File: src/rtl/unpk_pkg.sv
package unpk_pkg;
  localparam int unsigned LANES  = 8;
  localparam int unsigned LOW_W  = 32;
  localparam int unsigned NIB_W  = 4;
  localparam int unsigned WORD_W = LOW_W + NIB_W;
  localparam int unsigned LANE_W = $clog2(LANES);
  localparam int unsigned FIDX_W = LANE_W + 1;

  typedef enum logic [1:0] {
    ST_IDLE  = 2'd0,
    ST_FILL  = 2'd1,
    ST_DRAIN = 2'd2
  } unpk_state_e;

  function automatic logic [NIB_W-1:0] pick_nibble(
    input logic [LOW_W-1:0]  hi_word,
    input logic [LANE_W-1:0] lane
  );
    logic [4:0] shamt;
    shamt = 5'd28 - {lane, 2'b00};
    return NIB_W'(hi_word >> shamt);
  endfunction
endpackage

File: src/rtl/unpk_seq.sv
module unpk_seq
  import unpk_pkg::*;
#(
  parameter int unsigned COUNT_W = 18
) (
  input  logic                clk,
  input  logic                rst_n,
  input  logic                start,
  input  logic [COUNT_W-1:0]  word_count,
  input  logic                in_valid,
  input  logic                in_last,
  input  logic                out_ready,
  output logic                in_ready,
  output logic                out_valid,
  output logic                busy,
  output logic                len_err,
  output logic                lo_we,
  output logic                hi_we,
  output logic [LANE_W-1:0]   fill_lane,
  output logic [LANE_W-1:0]   emit_lane
);
  localparam int unsigned SLC_W = COUNT_W - 2;

  unpk_state_e          state_q;
  logic [FIDX_W-1:0]    fill_q;
  logic [LANE_W-1:0]    emit_q;
  logic [COUNT_W-1:0]   rem_q;
  logic [SLC_W-1:0]     slc_q;
  logic                 err_q;

  logic [COUNT_W:0]     cnt_round;
  logic                 in_acc;
  logic                 out_acc;
  logic                 last_exp;
  logic                 at_hi;

  assign cnt_round = {1'b0, word_count} + (COUNT_W+1)'(7);
  assign in_ready  = (state_q == ST_FILL);
  assign out_valid = (state_q == ST_DRAIN);
  assign busy      = (state_q != ST_IDLE);
  assign len_err   = err_q;
  assign in_acc    = in_valid && in_ready;
  assign out_acc   = out_valid && out_ready;
  assign at_hi     = (fill_q == FIDX_W'(LANES));
  assign last_exp  = (slc_q == SLC_W'(1)) && at_hi;
  assign lo_we     = in_acc && !at_hi;
  assign hi_we     = in_acc && at_hi;
  assign fill_lane = fill_q[LANE_W-1:0];
  assign emit_lane = emit_q;

  always_ff @(posedge clk) begin
    if (!rst_n) begin
      state_q <= ST_IDLE;
      fill_q  <= '0;
      emit_q  <= '0;
      rem_q   <= '0;
      slc_q   <= '0;
      err_q   <= 1'b0;
    end else begin
      unique case (state_q)
        ST_IDLE: begin
          if (start && (word_count != '0)) begin
            state_q <= ST_FILL;
            rem_q   <= word_count;
            slc_q   <= cnt_round[COUNT_W:3];
            fill_q  <= '0;
            emit_q  <= '0;
            err_q   <= 1'b0;
          end
        end
        ST_FILL: begin
          if (in_acc) begin
            if (in_last && !last_exp) begin
              err_q   <= 1'b1;
              state_q <= ST_IDLE;
              fill_q  <= '0;
            end else begin
              if (!in_last && last_exp) err_q <= 1'b1;
              if (at_hi) begin
                state_q <= ST_DRAIN;
                fill_q  <= '0;
                emit_q  <= '0;
              end else begin
                fill_q <= fill_q + FIDX_W'(1);
              end
            end
          end
        end
        ST_DRAIN: begin
          if (out_acc) begin
            rem_q  <= rem_q - COUNT_W'(1);
            emit_q <= emit_q + LANE_W'(1);
            if (rem_q == COUNT_W'(1)) begin
              state_q <= ST_IDLE;
            end else if (emit_q == LANE_W'(LANES-1)) begin
              state_q <= ST_FILL;
              slc_q   <= slc_q - SLC_W'(1);
            end
          end
        end
        default: state_q <= ST_IDLE;
      endcase
    end
  end

  a_r3_no_overlap: assert property (@(posedge clk) disable iff (!rst_n)
    !(in_ready && out_valid));

  a_r3_drain_after_ninth: assert property (@(posedge clk) disable iff (!rst_n)
    $rose(out_valid) |-> $past(hi_we));

  a_r2_start_accepted: assert property (@(posedge clk) disable iff (!rst_n)
    (!busy && start && (word_count != '0)) |=> (busy && in_ready && !len_err));

  a_r2_zero_count_idle: assert property (@(posedge clk) disable iff (!rst_n)
    (!busy && start && (word_count == '0)) |=> !busy);

  a_r8_early_last_aborts: assert property (@(posedge clk) disable iff (!rst_n)
    (in_acc && in_last && !last_exp) |=> (!busy && len_err));

  a_r10_done_after_final: assert property (@(posedge clk) disable iff (!rst_n)
    (out_acc && (rem_q == COUNT_W'(1))) |=> !busy);
endmodule

File: src/rtl/unpk_slice_buf.sv
module unpk_slice_buf
  import unpk_pkg::*;
(
  input  logic              clk,
  input  logic              rst_n,
  input  logic [LOW_W-1:0]  in_data,
  input  logic              lo_we,
  input  logic              hi_we,
  input  logic [LANE_W-1:0] fill_lane,
  input  logic [LANE_W-1:0] emit_lane,
  output logic [WORD_W-1:0] out_data
);
  logic [LOW_W-1:0] lo_q [LANES];
  logic [LOW_W-1:0] hi_q;
  logic [LANES-1:0] lane_we;

  for (genvar g = 0; g < LANES; g++) begin : g_lane
    assign lane_we[g] = lo_we && (fill_lane == LANE_W'(g));
    always_ff @(posedge clk) begin
      if (!rst_n) lo_q[g] <= '0;
      else if (lane_we[g]) lo_q[g] <= in_data;
    end
  end

  always_ff @(posedge clk) begin
    if (!rst_n) hi_q <= '0;
    else if (hi_we) hi_q <= in_data;
  end

  assign out_data = {pick_nibble(hi_q, emit_lane), lo_q[emit_lane]};

  a_r4_one_lane_written: assert property (@(posedge clk) disable iff (!rst_n)
    $onehot0(lane_we) && !(lo_we && hi_we));
endmodule

File: src/rtl/word36_unpacker.sv
module word36_unpacker
  import unpk_pkg::*;
#(
  parameter int unsigned COUNT_W = 18
) (
  input  logic               clk,
  input  logic               rst_n,
  input  logic               start,
  input  logic [COUNT_W-1:0] word_count,
  output logic               busy,
  output logic               len_err,
  input  logic               in_valid,
  output logic               in_ready,
  input  logic [31:0]        in_data,
  input  logic               in_last,
  output logic               out_valid,
  input  logic               out_ready,
  output logic [35:0]        out_data
);
  logic              lo_we;
  logic              hi_we;
  logic [LANE_W-1:0] fill_lane;
  logic [LANE_W-1:0] emit_lane;

  unpk_seq #(.COUNT_W(COUNT_W)) i_seq (
    .clk       (clk),
    .rst_n     (rst_n),
    .start     (start),
    .word_count(word_count),
    .in_valid  (in_valid),
    .in_last   (in_last),
    .out_ready (out_ready),
    .in_ready  (in_ready),
    .out_valid (out_valid),
    .busy      (busy),
    .len_err   (len_err),
    .lo_we     (lo_we),
    .hi_we     (hi_we),
    .fill_lane (fill_lane),
    .emit_lane (emit_lane)
  );

  unpk_slice_buf i_buf (
    .clk      (clk),
    .rst_n    (rst_n),
    .in_data  (in_data),
    .lo_we    (lo_we),
    .hi_we    (hi_we),
    .fill_lane(fill_lane),
    .emit_lane(emit_lane),
    .out_data (out_data)
  );

  a_r7_hold_under_stall: assert property (@(posedge clk) disable iff (!rst_n)
    (out_valid && !out_ready) |=> (out_valid && $stable(out_data)));
endmodule

File: config.mk
export PLATFORM = sky130hd
export DESIGN_NAME = word36_unpacker
export DESIGN_NICKNAME = d
export VERILOG_FILES = /design/src/rtl/unpk_pkg.sv /design/src/rtl/unpk_seq.sv /design/src/rtl/unpk_slice_buf.sv /design/src/rtl/word36_unpacker.sv
export SDC_FILE = /design/constraint.sdc
export NUM_CORES = 1
export LEC_CHECK = 0
export ABC_AREA = 1
export BUFFER_PORTS_ARGS = -buffer_cell sky130_fd_sc_hd__buf_4
export CAP_MARGIN = 20
export CORE_ASPECT_RATIO = 2
export CORE_MARGIN = 2
export CORE_UTILIZATION = 55
export DETAILED_ROUTE_END_ITERATION = 8
export PLACE_DENSITY = 0.73
export SETUP_SLACK_MARGIN = 0.3
export SKIP_CTS_REPAIR_TIMING = 1
export SYNTH_ARGS = -nofsm -noshare
export SYNTH_HDL_FRONTEND = slang
export SYNTH_SLANG_ARGS = --single-unit
File: constraint.sdc
create_clock -name clk -period 9 [get_ports clk]
set_clock_uncertainty 0.15 [all_clocks]
set_input_delay 0.9 -clock clk [delete_from_list [all_inputs] [get_ports clk]]
set_output_delay 0.9 -clock clk [all_outputs]
set_load 0.02 [all_outputs]
# --- Word level (Yosys, flattened, before mapping) ---
# Memories as Yosys holds them, arrays and structs flattened. A register that Yosys moved wholly into a read port is not among the register bits.
# Index checks and enable logic that the tools add are counted.
totals:
  register_bits: 76
  wordCells: 145
  in_bits: 56
  out_inout_bits: 40
  n_memories: 1
  mem_bits_rw: 256
mem_list:
  columns: ["memory", "depth", "width", "read_ports", "rd_clocked_by_memory_dff", "wr", "line_no", "text"]
  rows:
  - ["i_buf.lo_q", 8, 32, 1, 1, 8, "unpk_slice_buf.sv:13", "logic [LOW_W-1:0] lo_q [LANES];"]
op_classes:
  n_shift: 1
  mux: 67
  bitwise: 8
  n_eq_ne: 23
  n_reduce_logical: 32
  add_sub_neg: 6
op_table:
  columns: ["op", "n"]
  rows:
  - ["2-to-1 mux 32 bit", 8]
  - ["2-to-1 mux 16 bit", 4]
  - ["2-to-1 mux 18 bit", 2]
  - ["one-hot mux 18 bit (2 select lines)", 1]
  - ["one-hot mux 16 bit (2 select lines)", 1]
  - [">> shifter 32 x 5 -> 4 bit", 1]
  - ["2-to-1 mux 1 bit", 29]
  - ["2-to-1 mux 3 bit", 7]
  - ["adder 18 x 3 -> 19 bit, second input constant", 1]
  - ["== test 18 x 1 -> 1 bit, second input constant", 1]
  - ["nonzero test 18 bit", 1]
  - ["subtractor 18 x 1 -> 18 bit, second input constant", 1]
  - ["== test 16 x 1 -> 1 bit, second input constant", 1]
  - ["logical AND 1 bit", 16]
  - ["2-to-1 mux 4 bit", 4]
  - ["subtractor 16 x 1 -> 16 bit, second input constant", 1]
  - ["== test 3 bit, second input constant", 5]
  - ["2-to-1 mux 2 bit", 7]
  - ["inequality test 2 bit, second input constant", 6]
  - ["AND reduction 5 bit", 2]
  - ["inequality test 3 bit, second input constant", 3]
  - ["one-hot mux 3 bit (3 select lines)", 1]
  - ["bitwise OR 1 bit", 8]
  - ["one-hot mux 4 bit (2 select lines)", 1]
  - ["19 further kinds", 25]

# --- Longest topological paths before layout ---
# Gate-level depths: netlist of the first run.
logic_depth:
  ltp_word: 9
  mapped_depth: 13
  ltp_nobuf: 13

# --- Cells and area by module ---
# A second synthesis of the first run with hierarchy kept.
hier_totals:
  cells_unflattened: 2268
  area_unflattened_um2: 17444.2
by_module_without_submodules:
  columns: ["module", "cells_per_inst", "n_inst", "area_each_um2"]
  rows:
  - ["unpk_slice_buf", 1666, 1, 14008.4]
  - ["unpk_seq", 602, 1, 3435.8]

# --- Worst setup path after synthesis of the first run ---
# OpenSTA, ideal clock, no wires.
synth_path:
  path_kind: "in2reg"
  start: "input port in_valid"
  end: "memory i_buf.lo_q[4][0], enable pin"
  arrival_ns: 3.763
  n_path_buf: 1
  setup_time_ns: 0.466
  required_ns: 8.384
  setup_slack_ns: 4.621
  stages: 5
  path_cell_list: "nand2_1 nor2_2 buf_6 nand2_1 o21ai_0"
synth_lines:
  columns: ["item", "line_no", "text"]
  rows:
  - ["start: declaration", "word36_unpacker.sv:12", "input logic in_valid,"]
  - ["end: declaration", "unpk_slice_buf.sv:13", null]

==> impl_results.md, run 1 <==
* Crit start category: flop
* Worst EP arrival at approximately 3400 ps
* Status: complete, no violations
* Fin util at approximately three fifths
* Max Buffers Root-to-Sink at 3
* Asr flop ratio synth at 0%
* Crit path required time at 7950 ps
* GRT Util Overall at a little over a quarter
* Tmin final at 4440 ps
* Non-Filler Instances at around 2,300
* Reg2Reg Capture Point: i_buf.lo_q[2][11]
* TNS Setup at 0 ps
* # setup viols final at 0
* Hold path depth at 2
* Worst r2r src: i_seq.fill_q[0]
* Vias per cell at ~5.8
* Crit path cell chain: clkinv_2, buf_4, o21ai_0, o22ai_1, nor2_1, a31oi_1, buf_4
* Worst Reg-to-Reg Cells at 8
* DRT iter0 DRCs at 1,098
* First-pass GRT wire length at 66,100 um
* Max_cap viols at 0
* Max frequency at 0.225 GHz
* Crit path max fanout at 96
* Synth cell count leaders: 658 x nor2_1, 256 x edfxtp_1, 220 x o21ai_0
* Post-Syn Instances at 1,860
* Via count of the first global-routing pass at approximately 13,000
* CTS Root Cell: clkbuf_16
* Max-slew headroom at 27.7%
* Worst-margin pin slew at ~1100 ps
* Mapped Avg Cell Area at approximately 8.6 um^2
* Final Hold Viols at 0
* ANT cells at 0
* Syn Nets at slightly below 2,000
* Fin. max-slew vios at 0
* CP Class: reg -> out
* Flop-to-flop setup slack at 5440 ps
* Die span in y at roughly 250 um
* Top_reg_cell synth: edfxtp_1
* Syn-to-layout area delta at 11.0%
* Core Rows at 88
* Initial antenna violation count at 0
* CTS tree: yes
* Worst hold start: i_seq.len_err
* Post-DP HPWL at approximately 27,000 um
* Critical Path End Type: output port
* Crit-path leading delay family: buffers and inverters
* PwrDens at just under 300 nW/um^2
* H-tree depth at 1
* Initial Util at a little under three fifths
* EDFF count, synth at 256
* Count of cell types in the netlist at 34
* Seq cells post-synth at 335
* Synth top area share at a little under half
* Worst Path Buf+Inv at 3
* Die area at between 30,000 and 40,000 um^2
* Cell mode on critical path: buf_4
* CTS Buf Count at 28
* Slowest-stage cell, CP: dfxtp_4
* Worst skew pair latency at approximately 560 ps
* VDD IR max at ~0.00023 V
* GRT overflow at 0
* Period utilisation layout at 49.4%
* Main area contributors after synthesis: edfxtp_1 48%, nor2_1 15%, dfxtp_1 9.8%, o21ai_0 6.8%, nand2_1 4.2%
* Share of cells above drive strength 1 at between 10 and 15%
* DRT Wirelength at roughly 43,000 um
* DR pass1 iterations at 6
* Hold path endpoint: i_seq.len_err
* Mapped cell area at between 15,000 and 20,000 um^2
* Cell count after placement at 2,227
* Die width at around 120 um
* # IOs at between 90 and 100
* Largest net degree at the start of global routing at 97
* Core ar. at roughly 29,000 um^2
* Warnings from Yosys at 0
* Class of the worst hold path: reg -> reg
* Worst-path clk slew at approximately 60 ps
* Post-layout instance area at about 18,000 um^2
* Crit-path max cell delay at 740 ps
* Most numerous cell in the Yosys netlist: nor2_1
* Vias at around 13,000
* Nets at 1,967
* WL/cell at 18.7 um
* Routed Antenna Nets at 0
* Placed cell area at about 17,000 um^2
* Static leakage at 7.22 nW
* Synth area leader: edfxtp_1
* DRC at 0
* Post-synthesis sequential area ratio at between 50% and 60%
* PortBufs at 95
* Routability cong. at between 0.9 and 1
* Unrepaired setup endpoints after global routing: no
* CTS sink count at approximately 340
state kept, by name, indices dropped and copies added, names as in the netlist, named ones only:
signal / cells
i_seq.len_err: 1
i_seq.rem_q: 18
i_seq.emit_lane: 3
i_seq.slc_q: 16
i_seq.state_q: 2
i_seq.fill_q: 4
i_buf.hi_q: 32
i_buf.lo_q: 256
area by class of cell:
| type | instances | area (um^2) |
|---|---|---|
| Sequential cell | 335 | 9270 |
| Fill cell | 2409 | 11000 |
| Inverter | 109 | 410 |
| Tap cell | 360 | 450 |
| Multi-Input combinational cell | 1311 | 5940 |
| Clock buffer | 37 | 797 |
| Clock inverter | 15 | 119 |
| Timing Repair Buffer | 113 | 861 |
tightest hold or removal path: stages (launching register included):
cell	delay (ps)
dfxtp_1	330
o211ai_1	100
inv_1	50
cell families (layout without fill, tap and decap cells):
kind of cell	Yosys count	in the layout	synth area share, %
buf+inv	214	274	5.83
compound gates	353	353	11.6
xor+xnor	8	8	0.436
fa+ha+maj	13	13	1.01
flops	335	335	57.7
simple gates	937	937	23.4
layout by cell type, fill, tap and decap left out, types with 6 or more instances in the layout:
cell | netlist | routed
inv_1 | 71 | 70
nor2_1 | 658 | 657
nand4_1 | 10 | 10
o21ai_4 | 0 | 6
edfxtp_1 | 256 | 256
nand2_1 | 182 | 182
o22ai_1 | 36 | 36
clkinv_1 | 34 | 34
o21ai_0 | 220 | 214
clkinv_2 | 0 | 6
dfxtp_1 | 79 | 77
nand3_1 | 61 | 61
a31oi_1 | 37 | 37
a21oi_1 | 55 | 55
buf_4 | 2 | 112
ha_1 | 13 | 13
nor2_2 | 5 | 6
clkbuf_16 | 0 | 30
through the flow:
stage | hold WS, ps | total power [mW] | worst slack [ps]
after floorplan | 302 | 3.34 | 4620
after global placement | 341 | 3.96 | 5270
after detailed placement | 352 | 4.00 | 5190
after CTS | 364 | 5.20 | 4600
after global routing | 397 | 5.48 | 4320
final | 362 | 5.20 | 4560
worst max-delay path by stage:
stage                             to  slack (ps)  cells past startpoint
floorplan           i_buf.lo_q[4][0]        4620                      5
global placement        out_data[11]        5270                      7
detailed placement      out_data[30]        5190                      7
CTS                     out_data[30]        4600                      7
global route            out_data[27]        4320                      7
finish                  out_data[30]        4560                      7
routing by layer:
| metal | vias to the layer above | routed length [um] | track usage [%] |
|---|---|---|---|
| met5 | - | 0 | 0 |
| met4 | 0 | 2120 | 14.5 |
| met3 | 120 | 2650 | 2.74 |
| li1 | 6288 | - | - |
| met2 | 520 | 23500 | 52.8 |
| met1 | 6225 | 14400 | 28.6 |
where the power goes:
group          switching (mW)  total [mW]  internal (mW)
combinational            1.36        2.02          0.663
sequential              0.139        1.96           1.82
clock                   0.560        1.22          0.659
total                    2.06        5.20           3.14
Note: power is estimated with default switching activity, not from simulation.
==> run 2: changes to the inputs <==
==> constraint.sdc (replaced) <==
create_clock -name clk -period 4.53 [get_ports clk]
set_clock_uncertainty 0.15 [all_clocks]
set_input_delay 0.453 -clock clk [delete_from_list [all_inputs] [get_ports clk]]
set_output_delay 0.453 -clock clk [all_outputs]
set_load 0.02 [all_outputs]
==> run 2 against run 1 <==
Compared with the run above:
- utilization shrank 0.078 points
- first-iteration DRC count rose by 6.5%
- combinational power grew 100%
- sequential power increased by 98%
- largest cell class unchanged
- design area is 0.13% lower
==> impl_results.md, run 2 (synthesis gave the netlist of run 1 again) <==
* Core Rows at 88 (unchanged)
* Nets at 1,970 (+0.15%)
* Crit start category: flop
* Max reg flops at 256 (unchanged)
* ANT cells at 0 (unchanged)
* Max-slew headroom at 28.6% (+0.95 points)
* Vias per cell at 5.80 (+0.55%)
* Most common library cell in the layout ignoring fill and taps: nor2_1
* WHS at 112 ps (-250 ps)
* Static leakage at 7.20 nW (-0.25%)
* Core ar. at 28,800 um^2 (unchanged)
* Max Buffers Root-to-Sink at 3 (unchanged)
* DRC at 0 (unchanged)
* CTS sink count at 335 (unchanged)
* GRT overflow at 0 (unchanged)
* PwrDens at 576 nW/um^2 (+98%)
* Net Switching at 4.07 mW (+98%)
* Worst r2r src: i_seq.fill_q[0]
* Worst EP arrival at 3270 ps (-120 ps)
* CTS Buf Count at 27 (-3.6%)
* VDD IR max at 0.000455 V (+98%)
* First-pass GRT wire length at 67,400 um (+2.0%)
* Die area at 30,700 um^2 (unchanged)
* PortBufs at 95 (unchanged)
* DRT Wirelength at 43,400 um (+1.6%)
* WL/cell at 19.0 um (+1.5%)
* Logic pwr share at 39.3% (+0.4 points)
* CTS Root Cell: clkbuf_16
* Worst-margin pin slew at 1070 ps (-14.2 ps)
* H-tree depth at 1 (unchanged)
* Initial antenna violation count at 0 (unchanged)
* TNS Setup at 0 ps (unchanged)
* Register share of total power at 37.8% (+0.2 points)
* Max frequency at 0.258 GHz
* Class of the worst hold path: in -> reg
* Max_cap viols at 0 (unchanged)
* Worst hold start: word_count[0]
* Cell Int Power at 6.20 mW (+98%)
* Routability cong. at 0.910 (about the same)
* Vias at 13,231 (+0.59%)
* Share of cells above drive strength 1 at 9.94% (-0.16 points)
* # setup viols final at 0 (unchanged)
* Commonest non-fill, non-tap cells in the layout: 657 x nor2_1, 256 x edfxtp_1, 214 x o21ai_0, 182 x nand2_1, 116 x buf_4
* Crit path max fanout at 68 (-29%)
* Routed Antenna Nets at 0 (unchanged)
* Die width at 125 um (unchanged)
* GRT Util Overall at 27.9% (+0.67 points)
* Tmin final at just under 4000 ps
* # IOs at 96 (unchanged)
* Largest net degree at the start of global routing at 85 (-12%)
* CP Class: reg -> out
* Via count of the first global-routing pass at 13,006 (+2.2%)
* Unrepaired setup endpoints after global routing: no
* Top reg by flops: i_buf.lo_q
* CTS tree: yes
* Fin. max-slew vios at 0 (unchanged)
* Final Hold Viols at 0 (unchanged)
* Crit path required time at 3930 ps (-4020 ps)
* Initial Util at 55.7% (unchanged)
* Die span in y at 246 um (unchanged)
* Post-DP HPWL at 27,500 um (+3.8%)
* Switch share at 39.6% (about the same)
* Top flop regs: i_buf.lo_q x256, i_buf.hi_q x32, i_seq.rem_q x18
* Worst skew pair latency at 540 ps (-20 ps)
* Syn-to-layout area delta at 10.9%
* Worst-path clk slew at 70 ps (about the same)
* Period utilisation layout at ~85%
* Critical Path End Type: output port
* DRT iter0 DRCs at 1,169 (+6.5%)
* Status: complete, no violations
* DR pass1 iterations at 5 (-1)
* Clock share of power at 22.8% (-0.6 points)
-- run 2: changes by cell type in the layout (fill, tap and decap cells not counted), sizes merged --
cell and delta:
clkinv +2, bufinv +1, clkbuf -3, inv -4, buf +4, clkinvlp +1
-- run 2: through the flow --
stage	cell area, um^2	setup slack [ps]	instances	utilization, %	total power, mW
after floorplan	16100	341	1860	-	6.64
after global placement	16900	1260	2231	58.7	7.90
after detailed placement	16900	1220	2231	58.7	7.97
after CTS	17800	619	2280	61.7	10.3
after global routing	17800	470	2281	61.8	10.8
final	17800	659	2281	61.8	10.3
-- run 2: power by group through the flow --
stage,logic [mW],registers (mW),clock network (mW)
4_1_cts,4.04,3.88,2.35
5_1_grt,4.46,3.93,2.45
3_3_place_gp,3.96,3.94,0
6_report,4.04,3.89,2.35
2_1_floorplan,2.82,3.82,0
3_5_place_dp,4.02,3.95,0
-- run 2: worst paths after layout --
check                           cells past startpoint  slack, ps           endpoint
worst max register to register                      9       1280  i_buf.lo_q[1][14]
worst max-delay path                                5        660       out_data[16]
worst min register to register                      2        360    i_seq.rem_q[14]
worst min-delay path                                5        110     i_seq.rem_q[0]
-- run 2: layout make-up --
class	instances	area, um^2
sequential	335	9270
clock buffer	34	733
inverter	109	410
timing repair buffer	117	891
multi-input combinational	1311	5940
fill	2484	11000
clock inverter	15	130
tap	360	450
-- run 2: routing by layer --
layer / GRT usage (%) / wire (um) / share of wire [%]
met3: 3.05 / 2530 / 5.8
met2: 53.0 / 23700 / 55
met4: 16.5 / 2550 / 5.9
met1: 29.5 / 14600 / 34
met5: 0 / 0 / 0
-- run 2: critical path, cell delays in order (launching register included) --
cell	delay, ps
dfxtp_4	760
clkinv_2	560
buf_4	480
o21ai_0	480
a31oi_1	150
buf_4	210
==> run 3: changes to the inputs <==
--- a/config.mk
+++ b/config.mk
@@ -10,9 +10,9 @@
 export CAP_MARGIN = 20
 export CORE_ASPECT_RATIO = 2
 export CORE_MARGIN = 2
-export CORE_UTILIZATION = 55
+export CORE_UTILIZATION = 35
 export DETAILED_ROUTE_END_ITERATION = 8
-export PLACE_DENSITY = 0.73
+export MAX_ROUTING_LAYER = met4
 export SETUP_SLACK_MARGIN = 0.3
 export SKIP_CTS_REPAIR_TIMING = 1
 export SYNTH_ARGS = -nofsm -noshare
==> run 3 against run 2 <==
Compared with the run above:
- sequential power fell by 2%
- clock-buffer cell count rose by 10
- register-to-register slack got worse by 200 ps
- sequential cell count did not move
- critical path type is now reg -> reg
- largest cell class unchanged
==> impl_results.md, run 3 (synthesis gave the netlist of run 1 again) <==
* Initial Util at 35.3% (-20 points)
* DRC at 0 (unchanged)
* Period utilisation layout at 76.2% (-9.2 points)
* Net Switching at 4.27 mW (+4.9%)
* Filler cells at 4,543 (+83%)
* Die area at 47,800 um^2 (+56%)
* Share of cells above drive strength 1 at 10.6% (+0.66 points)
* Slowest-stage cell, CP: o21ai_4
* Final Hold Viols at 0 (unchanged)
* Slack of the critical path at 1080 ps (+419 ps)
* PwrDens at 592 nW/um^2 (+2.6%)
* Crit path cell chain: inv_1, ha_1, inv_1, nor2_2, nor2_2, buf_4, nand2_1, o21ai_4, buf_4
* Pwr Total at 10.9 mW (+6.5%)
* Max_cap viols at 0 (unchanged)
* WL/cell at 17.8 um (-6.3%)
* Top flop regs: i_buf.lo_q x256, i_buf.hi_q x32, i_seq.rem_q x18
* DRT Wirelength at 44,600 um (+2.6%)
* Crit start category: flop
* Register area at 9270 um^2 (unchanged)
* H-tree depth at 2 (+1)
* Vias per cell at 5.17 (-11%)
* Top reg by flops: i_buf.lo_q
* Placed cell area at 17,300 um^2 (+2.2%)
* CTS Root Cell: clkbuf_16
* Clock share of power at 27.0% (+4.2 points)
* DR pass1 iterations at 6 (+1)
* Switch share at 39.0% (-0.59 points)
* Cell Int Power at 6.67 mW (+7.5%)
* Class of the worst hold path: in -> reg
* Tmin final at 3450 ps (-419 ps)
* Crit path required time at 4590 ps (+660 ps)
* First-pass GRT wire length at 69,400 um (+3.1%)
* Critical Path End Type: flop
* Commonest non-fill, non-tap cells in the layout: 657 x nor2_1, 256 x edfxtp_1, 214 x o21ai_0, 182 x nand2_1, 108 x buf_4
* VDD IR max at 0.000508 V (+12%)
* # setup viols final at 0 (unchanged)
* Routed Antenna Nets at 0 (unchanged)
* GRT overflow at 0 (unchanged)
* Static leakage at 7.40 nW (+2.8%)
* Core ar. at 45,600 um^2 (+58%)
* Core Rows at 111 (+26%)
* Worst-path clk slew at 60 ps (about the same)
* Max-slew headroom at 37.3% (+8.7 points)
* Register share of total power at 35.0% (-2.8 points)
* Area of the multi-input gates at 5940 um^2 (about the same)
* TNS Setup at 0 ps (unchanged)
* Syn-to-layout area delta at 15.0%
* DRT iter0 DRCs at 1,012 (-13%)
* ANT cells at 0 (unchanged)
* Max frequency at 0.290 GHz (+12%)
* Max reg flops at 256 (unchanged)
* Die span in y at 307 um (+25%)
* CTS sink count at 335 (unchanged)
* Routability cong. at 0.864 (-5.0%)
* WHS at 132 ps (+19.4 ps)
* # IOs at 96 (unchanged)
* Worst EP arrival at 3510 ps (+240 ps)
* Worst skew pair latency at 530 ps (about the same)
* Worst-margin pin slew at 937 ps (-133 ps)
* GRT Util Overall at 19.1% (-8.9 points)
* Vias at 12,909 (-2.4%)
* Status: complete, no violations
* PortBufs at 95 (unchanged)
* Via count of the first global-routing pass at 12,405 (-4.6%)
* Post-DP HPWL at 27,800 um (+0.87%)
* Crit path max fanout at 19 (-72%)
* Crit-path max cell delay at 590 ps (-170 ps)
* CTS Buf Count at 34 (+26%)
* Nets at 1,977 (+0.36%)
* Largest net degree at the start of global routing at 79 (-7.1%)
* Unrepaired setup endpoints after global routing: no
* Setup WS pre-CTS at 1080 ps (-136 ps)
* Initial antenna violation count at 0 (unchanged)
* Die width at 156 um (+25%)
* Post-layout instance area at 18,500 um^2 (+3.7%)
* Fin. max-slew vios at 0 (unchanged)
* Max Buffers Root-to-Sink at 3 (unchanged)
* Logic pwr share at 38.0% (-1.3 points)
* Most common library cell in the layout ignoring fill and taps: nor2_1
* CP Class: reg -> reg
* CTS tree: yes
[run 3: changes by cell type in the layout (fill, tap and decap cells not counted), sizes merged]
cell / delta
bufinv: +1
clkinv: -1
clkinvlp: -1
inv: +3
clkbuf: +10
[run 3: metal layers]
metal,up-vias,GRT usage [%],share of wire (%)
li1,6316,-,-
met5,-,-,0
met2,362,31.6,49
met1,6158,24.2,43
met4,0,6.14,2.9
met3,73,2.41,5.0
[run 3: layout make-up]
type | instances | area share (%)
clock inverter | 17 | 1.00
inverter | 109 | 2.22
tap | 565 | 3.82
clock buffer | 44 | 5.25
sequential | 335 | 50.2
timing repair buffer | 117 | 5.40
multi-input combinational | 1311 | 32.1
[run 3: power by group through the flow]
stage | Clock [mW] | Combinational (mW) | Sequential, mW
final | 2.95 | 4.15 | 3.83
after global routing | 3.11 | 4.64 | 3.87
after CTS | 3.01 | 4.18 | 3.83
after detailed placement | 0 | 4.17 | 3.89
after global placement | 0 | 4.14 | 3.89
after floorplan | 0 | 2.82 | 3.82
[run 3: through the flow]
| stage | instances | utilization [%] |
|---|---|---|
| 2_1_floorplan | 1860 | - |
| 3_3_place_gp | 2435 | 37.9 |
| 6_report | 2498 | 40.6 |
| 3_5_place_dp | 2436 | 38.0 |
| 4_1_cts | 2497 | 40.5 |
| 5_1_grt | 2498 | 40.6 |
[run 3: final timing paths]
path                                      start                end  slack [ps]  cells past startpoint
worst min register to register  i_seq.rem_q[17]    i_seq.rem_q[17]         350                      2
worst min-delay path              word_count[0]     i_seq.rem_q[0]         130                      5
worst max register to register  i_seq.fill_q[0]  i_buf.lo_q[2][18]        1080                      9
worst max-delay path            i_seq.fill_q[0]  i_buf.lo_q[2][18]        1080                      9
[run 3: critical path: cells and delay by family, from the launching register on]
family	cells	cell delay, ps
simple gates	3	720
buf+inv	4	990
flops	1	410
compound gates	1	590
fa+ha+maj	1	260
